<file path="src/rtl/cid_rdo_pkg.sv">
package cid_rdo_pkg;
  typedef enum logic [1:0] {
    RX_IDLE  = 2'd0,
    RX_START = 2'd1,
    RX_DATA  = 2'd2
  } rx_state_e;
endpackage

</file>
<file path="src/rtl/cid_rdo_deframer.sv">
// Finds the start bit, samples each data bit at mid-bit and reports a full word.
module cid_rdo_deframer
  import cid_rdo_pkg::*;
#(
  parameter int BIT_CLKS  = 2983,
  parameter int WORD_BITS = 8
) (
  input  logic                 clk,
  input  logic                 rst,
  input  logic                 rx_i,
  input  logic                 carrier_i,
  output logic [WORD_BITS-1:0] word_o,
  output logic                 load_o
);
  localparam int CW = $clog2(BIT_CLKS + 1);
  localparam int IW = (WORD_BITS > 1) ? $clog2(WORD_BITS) : 1;
  localparam logic [CW-1:0] FULL_M1 = CW'(BIT_CLKS - 1);
  localparam logic [CW-1:0] HALF_M1 = CW'(BIT_CLKS / 2 - 1);
  localparam logic [IW-1:0] LAST_IX = IW'(WORD_BITS - 1);

  rx_state_e            state;
  logic                 rx_prev;
  logic [CW-1:0]        cnt;
  logic [IW-1:0]        idx;
  logic [WORD_BITS-1:0] shreg;

  assign word_o = shreg;

  always_ff @(posedge clk) begin
    if (rst) begin
      state   <= RX_IDLE;
      rx_prev <= 1'b1;
      cnt     <= '0;
      idx     <= '0;
      shreg   <= '0;
      load_o  <= 1'b0;
    end else begin
      load_o  <= 1'b0;
      rx_prev <= rx_i;
      if (!carrier_i) begin
        state <= RX_IDLE;
      end else begin
        case (state)
          RX_IDLE: begin
            if (rx_prev && !rx_i) begin
              state <= RX_START;
              cnt   <= HALF_M1;
            end
          end
          RX_START: begin
            if (cnt == '0) begin
              if (!rx_i) begin
                state <= RX_DATA;
                cnt   <= FULL_M1;
                idx   <= '0;
              end else begin
                state <= RX_IDLE;
              end
            end else begin
              cnt <= cnt - 1'b1;
            end
          end
          RX_DATA: begin
            if (cnt == '0) begin
              shreg <= {rx_i, shreg[WORD_BITS-1:1]};
              if (idx == LAST_IX) begin
                load_o <= 1'b1;
                state  <= RX_IDLE;
              end else begin
                idx <= idx + 1'b1;
                cnt <= FULL_M1;
              end
            end else begin
              cnt <= cnt - 1'b1;
            end
          end
          default: state <= RX_IDLE;
        endcase
      end
    end
  end
endmodule

</file>
<file path="src/rtl/cid_rdo_edge_sync.sv">
// Multi-flop synchronizer for the host read clock with registered rising-edge pulse.
module cid_rdo_edge_sync #(
  parameter int STAGES = 2
) (
  input  logic clk,
  input  logic rst,
  input  logic async_i,
  output logic rise_o
);
  logic [STAGES-1:0] sq;
  logic              prev;

  always_ff @(posedge clk) begin
    if (rst) begin
      sq     <= '0;
      prev   <= 1'b0;
      rise_o <= 1'b0;
    end else begin
      sq     <= {sq[STAGES-2:0], async_i};
      prev   <= sq[STAGES-1];
      rise_o <= sq[STAGES-1] & ~prev;
    end
  end
endmodule

</file>
<file path="src/rtl/cid_rdo_outreg.sv">
// One-word output buffer: serial readout, read counter, ready flag with timeout.
module cid_rdo_outreg #(
  parameter int WORD_BITS = 8,
  parameter int HALF_CLKS = 1491
) (
  input  logic                 clk,
  input  logic                 rst,
  input  logic                 load_i,
  input  logic [WORD_BITS-1:0] word_i,
  input  logic                 rise_i,
  output logic                 data_o,
  output logic                 dr_n_o
);
  localparam int IW = $clog2(WORD_BITS + 1);
  localparam int TW = $clog2(HALF_CLKS + 1);
  localparam logic [IW-1:0] DONE    = IW'(WORD_BITS);
  localparam logic [TW-1:0] TMR_TOP = TW'(HALF_CLKS - 1);

  logic [WORD_BITS-1:0] sreg;
  logic [IW-1:0]        rd_cnt;
  logic [TW-1:0]        tmr;

  always_ff @(posedge clk) begin
    if (rst) begin
      sreg   <= '0;
      rd_cnt <= DONE;
      tmr    <= '0;
      data_o <= 1'b1;
      dr_n_o <= 1'b1;
    end else if (load_i) begin
      sreg   <= word_i;
      rd_cnt <= '0;
      tmr    <= TMR_TOP;
      dr_n_o <= 1'b0;
    end else begin
      if (rise_i && (rd_cnt != DONE)) begin
        data_o <= sreg[0];
        sreg   <= {1'b0, sreg[WORD_BITS-1:1]};
        rd_cnt <= rd_cnt + 1'b1;
      end
      if (!dr_n_o) begin
        if (rise_i || (tmr == '0)) begin
          dr_n_o <= 1'b1;
        end else begin
          tmr <= tmr - 1'b1;
        end
      end
    end
  end
endmodule

</file>
<file path="src/rtl/cid_byte_reader.sv">
module cid_byte_reader #(
  parameter int BIT_CLKS    = 2983,
  parameter int WORD_BITS   = 8,
  parameter int SYNC_STAGES = 2
) (
  input  logic clk,
  input  logic rst,
  input  logic rx_bit,
  input  logic carrier_ok,
  input  logic dclk,
  output logic data,
  output logic dr_n
);
  localparam int HALF_CLKS = BIT_CLKS / 2;

  logic [WORD_BITS-1:0] frm_word;
  logic                 frm_load;
  logic                 dclk_rise;

  cid_rdo_deframer #(
    .BIT_CLKS (BIT_CLKS),
    .WORD_BITS(WORD_BITS)
  ) u_dfr (
    .clk      (clk),
    .rst      (rst),
    .rx_i     (rx_bit),
    .carrier_i(carrier_ok),
    .word_o   (frm_word),
    .load_o   (frm_load)
  );

  cid_rdo_edge_sync #(
    .STAGES(SYNC_STAGES)
  ) u_sync (
    .clk    (clk),
    .rst    (rst),
    .async_i(dclk),
    .rise_o (dclk_rise)
  );

  cid_rdo_outreg #(
    .WORD_BITS(WORD_BITS),
    .HALF_CLKS(HALF_CLKS)
  ) u_out (
    .clk   (clk),
    .rst   (rst),
    .load_i(frm_load),
    .word_i(frm_word),
    .rise_i(dclk_rise),
    .data_o(data),
    .dr_n_o(dr_n)
  );
endmodule

</file>
<file path="config.mk">
export PLATFORM = sky130hd
export DESIGN_NAME = cid_byte_reader
export DESIGN_NICKNAME = d
export VERILOG_FILES = /design/src/rtl/cid_rdo_pkg.sv /design/src/rtl/cid_rdo_deframer.sv /design/src/rtl/cid_rdo_edge_sync.sv /design/src/rtl/cid_rdo_outreg.sv /design/src/rtl/cid_byte_reader.sv
export SDC_FILE = /design/constraint.sdc
export NUM_CORES = 1
export LEC_CHECK = 0
export BUFFER_PORTS_ARGS = -buffer_cell sky130_fd_sc_hd__buf_2
export CAP_MARGIN = 30
export CORE_UTILIZATION = 59
export DETAILED_ROUTE_END_ITERATION = 16
export PLACE_DENSITY = 0.76
export SETUP_SLACK_MARGIN = 0.5
export SYNTH_ARGS = -nofsm -noshare
export SYNTH_HDL_FRONTEND = slang
export SYNTH_HIERARCHICAL = 1
export SYNTH_SLANG_ARGS = --single-unit
</file>
<file path="constraint.sdc">
create_clock -name clk -period 2.9 [get_ports clk]
set_clock_uncertainty 0.15 [all_clocks]
set_input_delay 0.145 -clock clk [delete_from_list [all_inputs] [get_ports clk]]
set_output_delay 0.145 -clock clk [all_outputs]
set_load 0.01 [all_outputs]
</file>
==> results of run 1 <==
## cell usage in the layout (no fill, tap or decap), types with 6 or more instances in the layout
master	synthesis	final
clkbuf_8	0	6
inv_1	18	18
o21ai_0	9	9
nor2b_1	7	7
a311oi_1	8	8
buf_2	1	6
ha_1	11	11
nand4_1	7	7
nand2_1	21	21
a21oi_1	16	16
nor2_1	31	31
o211ai_1	6	6
o31ai_1	6	6
dfxtp_1	56	56
mux2i_1	11	11
nand3_1	16	15
## cell families (layout without fill, tap and decap cells)
kind of cell	Yosys count	after routing	share of synthesized area [%]
AOI/OAI and AO/OA	74	74	18.8
xor gates and xnor gates	6	6	1.86
adders and majority gates	11	11	4.87
buffers and inverters	37	39	4.96
DFF	56	56	39.6
muxes	12	12	4.29
and+or+nand+nor	126	126	25.5
## final cells by class
cell class	count	area (um2)	area share (%)
sequential	56	1120	37.1
multi-input combinational	229	1580	52.5
clock buffer	6	82.6	2.74
timing repair buffer	13	87.6	2.90
tap	52	65.1	2.16
inverter	18	67.6	2.24
clock inverter	2	10.0	0.332
## power breakdown
group | switching (mW) | internal [mW]
logic | 0.148 | 0.0854
registers | 0.0232 | 0.787
clock network | 0.255 | 0.191
## worst max-delay path by stage
stage / startpoint / endpoint / slack (ns) / cells after the start
6_report: u_dfr/cnt[2] / u_dfr/cnt[7] / 0.62 / 4
4_1_cts: u_dfr/cnt[0] / u_dfr/cnt[3] / 0.50 / 6
3_3_place_gp: u_dfr/cnt[0] / u_dfr/word_o[7] / 0.56 / 6
5_1_grt: u_dfr/cnt[0] / u_dfr/idx[0] / 0.48 / 6
2_1_floorplan: u_dfr/cnt[0] / u_dfr/word_o[0] / 0.69 / 7
3_5_place_dp: u_dfr/cnt[0] / u_dfr/word_o[1] / 0.50 / 6
## flip-flops by register name (all words and copies together) (netlist names), 2 cells and up
| name | cells |
|---|---|
| u_dfr/word_o | 8 |
| u_dfr/state | 2 |
| u_sync/sq | 2 |
| u_dfr/cnt | 12 |
| u_out/sreg | 8 |
| u_out/tmr | 11 |
| u_out/rd_cnt | 4 |
| u_dfr/idx | 3 |
## critical path: stages (launching register included)
cell and delay (ns):
dfxtp_1 0.39, or4_1 0.64, or2_1 0.33, a311o_1 0.36, a221oi_1 0.31
## what timing repair did
item / 4_1_cts / 5_1_grt
gates cloned: 0 / 0
setup endpoints to repair: 5 / 17
hold buffers: 2 / 0
setup buffers: 0 / 1
endpoints found under the hold margin: 3 / 0
pin swaps: 1 / 1
resized for setup: 0 / 3
## metal layers
layer	track usage, %	vias to the layer above
met5	0	-
met4	12.2	0
met3	4.22	12
met2	40.2	53
met1	30.6	1097
li1	-	1189
==> impl_results.md, run 1 <==
- Final worst setup slack: just over 0.6 ns
- Hold_ws: 0.136 ns
- CTS tree: done
- Number of cell rows: 24
- GR Overflow Total: 0
- Hold/Removal Path Class: in -> reg
- Final Total Pwr: between 1 and 1.5 mW
- Most frequent cell after synthesis: dfxtp_1
- Final HPWL DP: roughly 4000 um
- Worst Tran Pin Value: about 0.75 ns
- Starting Density: a little over three fifths
- 1st-iter DRT viols: between 150 and 200
- Critical Path RT: roughly 3.0 ns
- Area leader, netlist: dfxtp_1
- Placer Congestion: 0.801
- Yosys Warn Count: 6
- Post-Synthesis Cells: between 300 and 400
- Clock Pin Slew Worst Setup and Hold Paths: approximately 0.1 ns
- Reg2Reg Launch Point: u_dfr/cnt[2]
- Routed met1 length: roughly 2700 um
- Cell Count, Final, Fillers Out: approximately 380
- Filler instances: around 370
- Max Clk Rate: between 400 and 500 MHz
- CTS sink cnt: 56
- CTS buffer count: 5
- Wire length on met2: around 2700 um
- Mapped Area: 2830 um2
- Die ar.: approximately 5100 um2
- Root buffer cell: clkbuf_8
- WHS Endpoint: u_dfr/idx[2]
- Post-synth EDFFs: 0
- DR DRC count: 1
- Lkg Pwr: about 1.1 nW
- Max layer used: met4
- Total of max-cap violations: 0
- Worst-path maximum fanout: 7
- First-pass GRT wire length: 9840 um
- Net count after synthesis: around 340
- Hold Vio Cnt, Final: 0
- Antenna fix cells: 0
- Worst rel slew slack: ~50%
- Syn Area/Cell: 8.78 um2
- Reg2reg path depth: 4
- H-tree levels: 2
- Initial antenna violation count: 0
- Final non-filler cell area: between 3000 and 4000 um2
- Synthesized flop and latch total: between 50 and 60
- DR pass1 iterations: 11
- Post-Route WL: around 5800 um
- Largest net degree at the start of global routing: 39
- Tmin final: roughly 2.3 ns
- Slew Limit Fails: 0
- Post-synth top flop: dfxtp_1
- Avg Vias per Cell: 6.25
- Failing checks: DRC
- Yosys cell types: slightly below 60
- Area grow syn2layout: 6.73%
- Share of synthesized registers carrying an async set or reset: 0%
- Die Wd: a little over 70 um
- Via count: 2351
- Synth area leaders: dfxtp_1 40%, ha_1 4.9%, nor2_1 4.1%
- R2r setup slk: around 0.62 ns
- Kind of critical path: reg -> reg
- GRT Util Overall: 24.3%
- Met3 routed WL: between 200 and 250 um
- RR Endpoint: u_dfr/cnt[7]
- DR WL/cell: roughly 15 um
- Pre-CTS WS: between 0.5 and 0.6 ns
- DP Area: approximately 2900 um2
- RSZ-0062 raised after global routing: yes
- Share of cells above drive strength 1: between 10% and 20%
- Worst vdd ir: 0.000354 V
- Core Util, Final: about two thirds
- Final setup TNS: 0 ns
- Clock Tree Buf Depth: 2
- Clock Latency Late Sink: roughly 0.31 ns
- Arr. time, crit path: ~2.3 ns
- Core area: approximately 4500 um2
- Share of the synthesized area in the top cell type: about two fifths
- IO Count: 7
- Synth cell count leaders: 56 x dfxtp_1, 31 x nor2_1, 21 x nand2_1
- Outcome: complete, but fails checks
- Element type at the critical path end: register
- Number of global-route vias before repair: 2215
- Die Span Y: 71.2 um
- Worst Hold Launch: carrier_ok
- CP Launch Type: register
- Final period utilization: 78.6%
- Sequential share of the synthesized area: 39.6%
- Placed Cells: 365
- DRT antenna net count: 0
- Setup-failing EPs final: 0
- Nets: roughly 340
- Port bufs: 6
- Pwr dens: ~500 nW/um2
- Hold Crit Depth: 5
Note: power is estimated with default switching activity, not from simulation.
==> run 2, diff against run 1 <==
clock period = 2.27 ns   (was 2.9 ns; I/O delays follow)
==> impl_results.md, run 2 (synthesis results as in run 1) <==
- Outcome: finished, final reports clean
- DRT antenna net count: 0 (unchanged)
- CTS buffer count: 5 (unchanged)
- Filler instances: 267 (-27%)
- Met3 usage: 4.08% (-0.14 points)
- Multi-input gate area: 1860 um2 (+17%)
- Worst rel slew slack: 56.6% (+6.8 points)
- Number of global-route vias before repair: 2519 (+14%)
- Met2 usage: 48.4% (+8.1 points)
- Starting Density: 63.2% (unchanged)
- Hold/Removal Path Class: in -> reg
- Largest Register: u_dfr/cnt
- First-pass GRT wire length: 11800 um (+20%)
- Reg2reg path depth: 7 (+3)
- Endpoint of the worst setup timing path: u_dfr/word_o[6]
- H-tree levels: 2 (unchanged)
- Setup-failing EPs final: 0 (unchanged)
- Via count: 2673 (+14%)
- Internal Power: 1.67 mW (+57%)
- RR Endpoint: u_dfr/word_o[6]
- IO Count: 7 (unchanged)
- Slowest CP cell: or4b_4
- Reg power frac: 45.3% (-9.1 points)
- Die ar.: 5070 um2 (unchanged)
- Switching Share: 26.8% (-1.9 points)
- CTS tree: done
- Largest net degree at the start of global routing: 29 (-26%)
- RSZ-0062 raised after global routing: yes
- Element type at the critical path end: register
- Kind of critical path: reg -> reg
- Worst Tran Pin Value: 0.651 ns (-0.0945 ns)
- CTS sink cnt: 56 (unchanged)
- R2r setup slk: 0.17 ns (-0.45 ns)
- GRT Util Overall: 28.9% (+4.6 points)
- Final period utilization: 92.4% (+14 points)
- Worst vdd ir: 0.000671 V (+90%)
- Reg area: 1150 um2 (+2.5%)
- Avg Vias per Cell: 6.50 (+4.0%)
- Post-Route WL: 7390 um (+28%)
- Max Clk Rate: 477 MHz (+8.6%)
- Most frequent cells in the layout: 42 x dfxtp_1, 34 x buf_4, 30 x nor2_1, 20 x nand2_1
- DR WL/cell: 18.0 um (+17%)
- Pwr dens: 625 nW/um2 (+27%)
- Share of cells above drive strength 1: 34.0% (+22 points)
- CP peak stage delay: 0.51 ns (-0.13 ns)
- Worst-path maximum fanout: 8 (+1)
- GR Overflow Total: 0 (unchanged)
- Comb pwr share: 21.5% (+5.8 points)
- Clock Latency Late Sink: 0.31 ns (about the same)
- Root buffer cell: clkbuf_8
- Lkg Pwr: 1.32 nW (+24%)
- DR DRC count: 0 (-1)
- Number of cell rows: 24 (unchanged)
- Crit-path cells: inv_4, ha_4, or4b_4, nor4_4, buf_6, mux2i_1, nor2_1
- Largest registers: u_dfr/cnt: 12 flops, u_out/tmr: 11 flops
- Clock Tree Buf Depth: 2 (unchanged)
- Leading cell type in the layout, fill and taps excluded: dfxtp_1
- GR Util met1: 38.0% (+7.4 points)
- Tmin final: 2.10 ns (-0.181 ns)
- Reg2Reg Launch Point: u_dfr/cnt[0]
- Placer Congestion: 0.827 (+3.2%)
- Hold Vio Cnt, Final: 0 (unchanged)
- Initial antenna violation count: 0 (unchanged)
- Max reg flops: 12 (unchanged)
- Core area: 4470 um2 (unchanged)
- Die Wd: 71.2 um (unchanged)
- Final setup TNS: 0 ns (unchanged)
- Placed Cells: 374 (+2.5%)
- Slew Limit Fails: 0 (unchanged)
- Cell Count, Final, Fillers Out: 411 (+9.3%)
- Die Span Y: 71.2 um (unchanged)
- Total of max-cap violations: 0 (unchanged)
- Antenna fix cells: 0 (unchanged)
- Sw power: 0.612 mW (+43%)
- Critical Path RT: 2.31 ns (-0.66 ns)
- Final HPWL DP: 3990 um (+1.5%)
- Area grow syn2layout: 29.3%
- Top Usage Layer GRT: met2
- Clock Pin Slew Worst Setup and Hold Paths: 0.10 ns (about the same)
- CP Launch Type: register
- CP Launch Point: u_dfr/cnt[0]
- 1st-iter DRT viols: 252 (+31%)
- Port bufs: 6 (unchanged)
- DR pass1 iterations: 5 (-6)
- Arr. time, crit path: 2.14 ns (-0.20 ns)
- Nets: 375 (+11%)
- Clock power share: 33.2% (+3.2 points)
- Final Total Pwr: 2.29 mW (+53%)
==> run 2: cell type report <==
type	count	area share [%]
Multi-Input combinational cell	229	50.8
Inverter	18	1.98
Clock buffer	5	1.88
Clock inverter	2	1.64
Tap cell	52	1.78
Sequential cell	56	31.4
Timing Repair Buffer	49	10.5
==> run 2: what timing repair did <==
item / in CTS / in global routing
resized for setup: 50 / 18
hold buffers: 2 / 0
pin swaps: 34 / 19
endpoints found under the setup margin: 33 / 35
buffers inserted: 23 / 5
endpoints found under the hold margin: 4 / 0
==> run 2: how the worst min path moves through the flow <==
stage / from / endpoint / slack [ns] / cells past startpoint
floorplan: rst / u_sync/rise_o / 0.03 / 1
global placement: dclk / u_sync/sq[0] / 0.17 / 2
detailed placement: dclk / u_sync/sq[0] / 0.18 / 2
CTS: carrier_ok / u_dfr/idx[1] / 0.1 / 5
global route: rst / u_sync/prev / 0.15 / 2
finish: rst / u_sync/sq[1] / 0.13 / 2
==> run 2: worst max-delay path: cells and delay by family (launching register included) <==
kind | cells | cell delay, ns
and+or+nand+nor | 3 | 0.79
DFF | 1 | 0.37
muxes | 1 | 0.26
adders and majority gates | 1 | 0.13
buffers and inverters | 2 | 0.27
==> run 2: routing by layer <==
metal	vias to the layer above	routed length (um)
li1	1266	-
met5	-	0
met4	0	123
met2	106	3600
met3	17	426
met1	1284	3240
==> run 2: power by group through the flow <==
stage               sequential, mW  clock (mW)  combinational [mW]
CTS                           1.03       0.771               0.457
floorplan                     1.05           0               0.247
detailed placement            1.06           0               0.318
finish                        1.03       0.759               0.492
global route                  1.04       0.799               0.517
global placement              1.06           0               0.318
==> run 2: through the flow <==
| step | utilization [%] | setup slack (ns) | hold WS [ns] | instance area, um2 |
|---|---|---|---|---|
| finish | 81.7 | 0.173 | 0.126 | 3660 |
| global route | 81.7 | 0.143 | 0.155 | 3660 |
| CTS | 79.4 | 0.259 | 0.0969 | 3550 |
| detailed placement | 67.2 | 0.176 | 0.183 | 3010 |
| global placement | 67.2 | 0.207 | 0.174 | 3010 |
| floorplan | - | 0.172 | 0.0342 | 2910 |
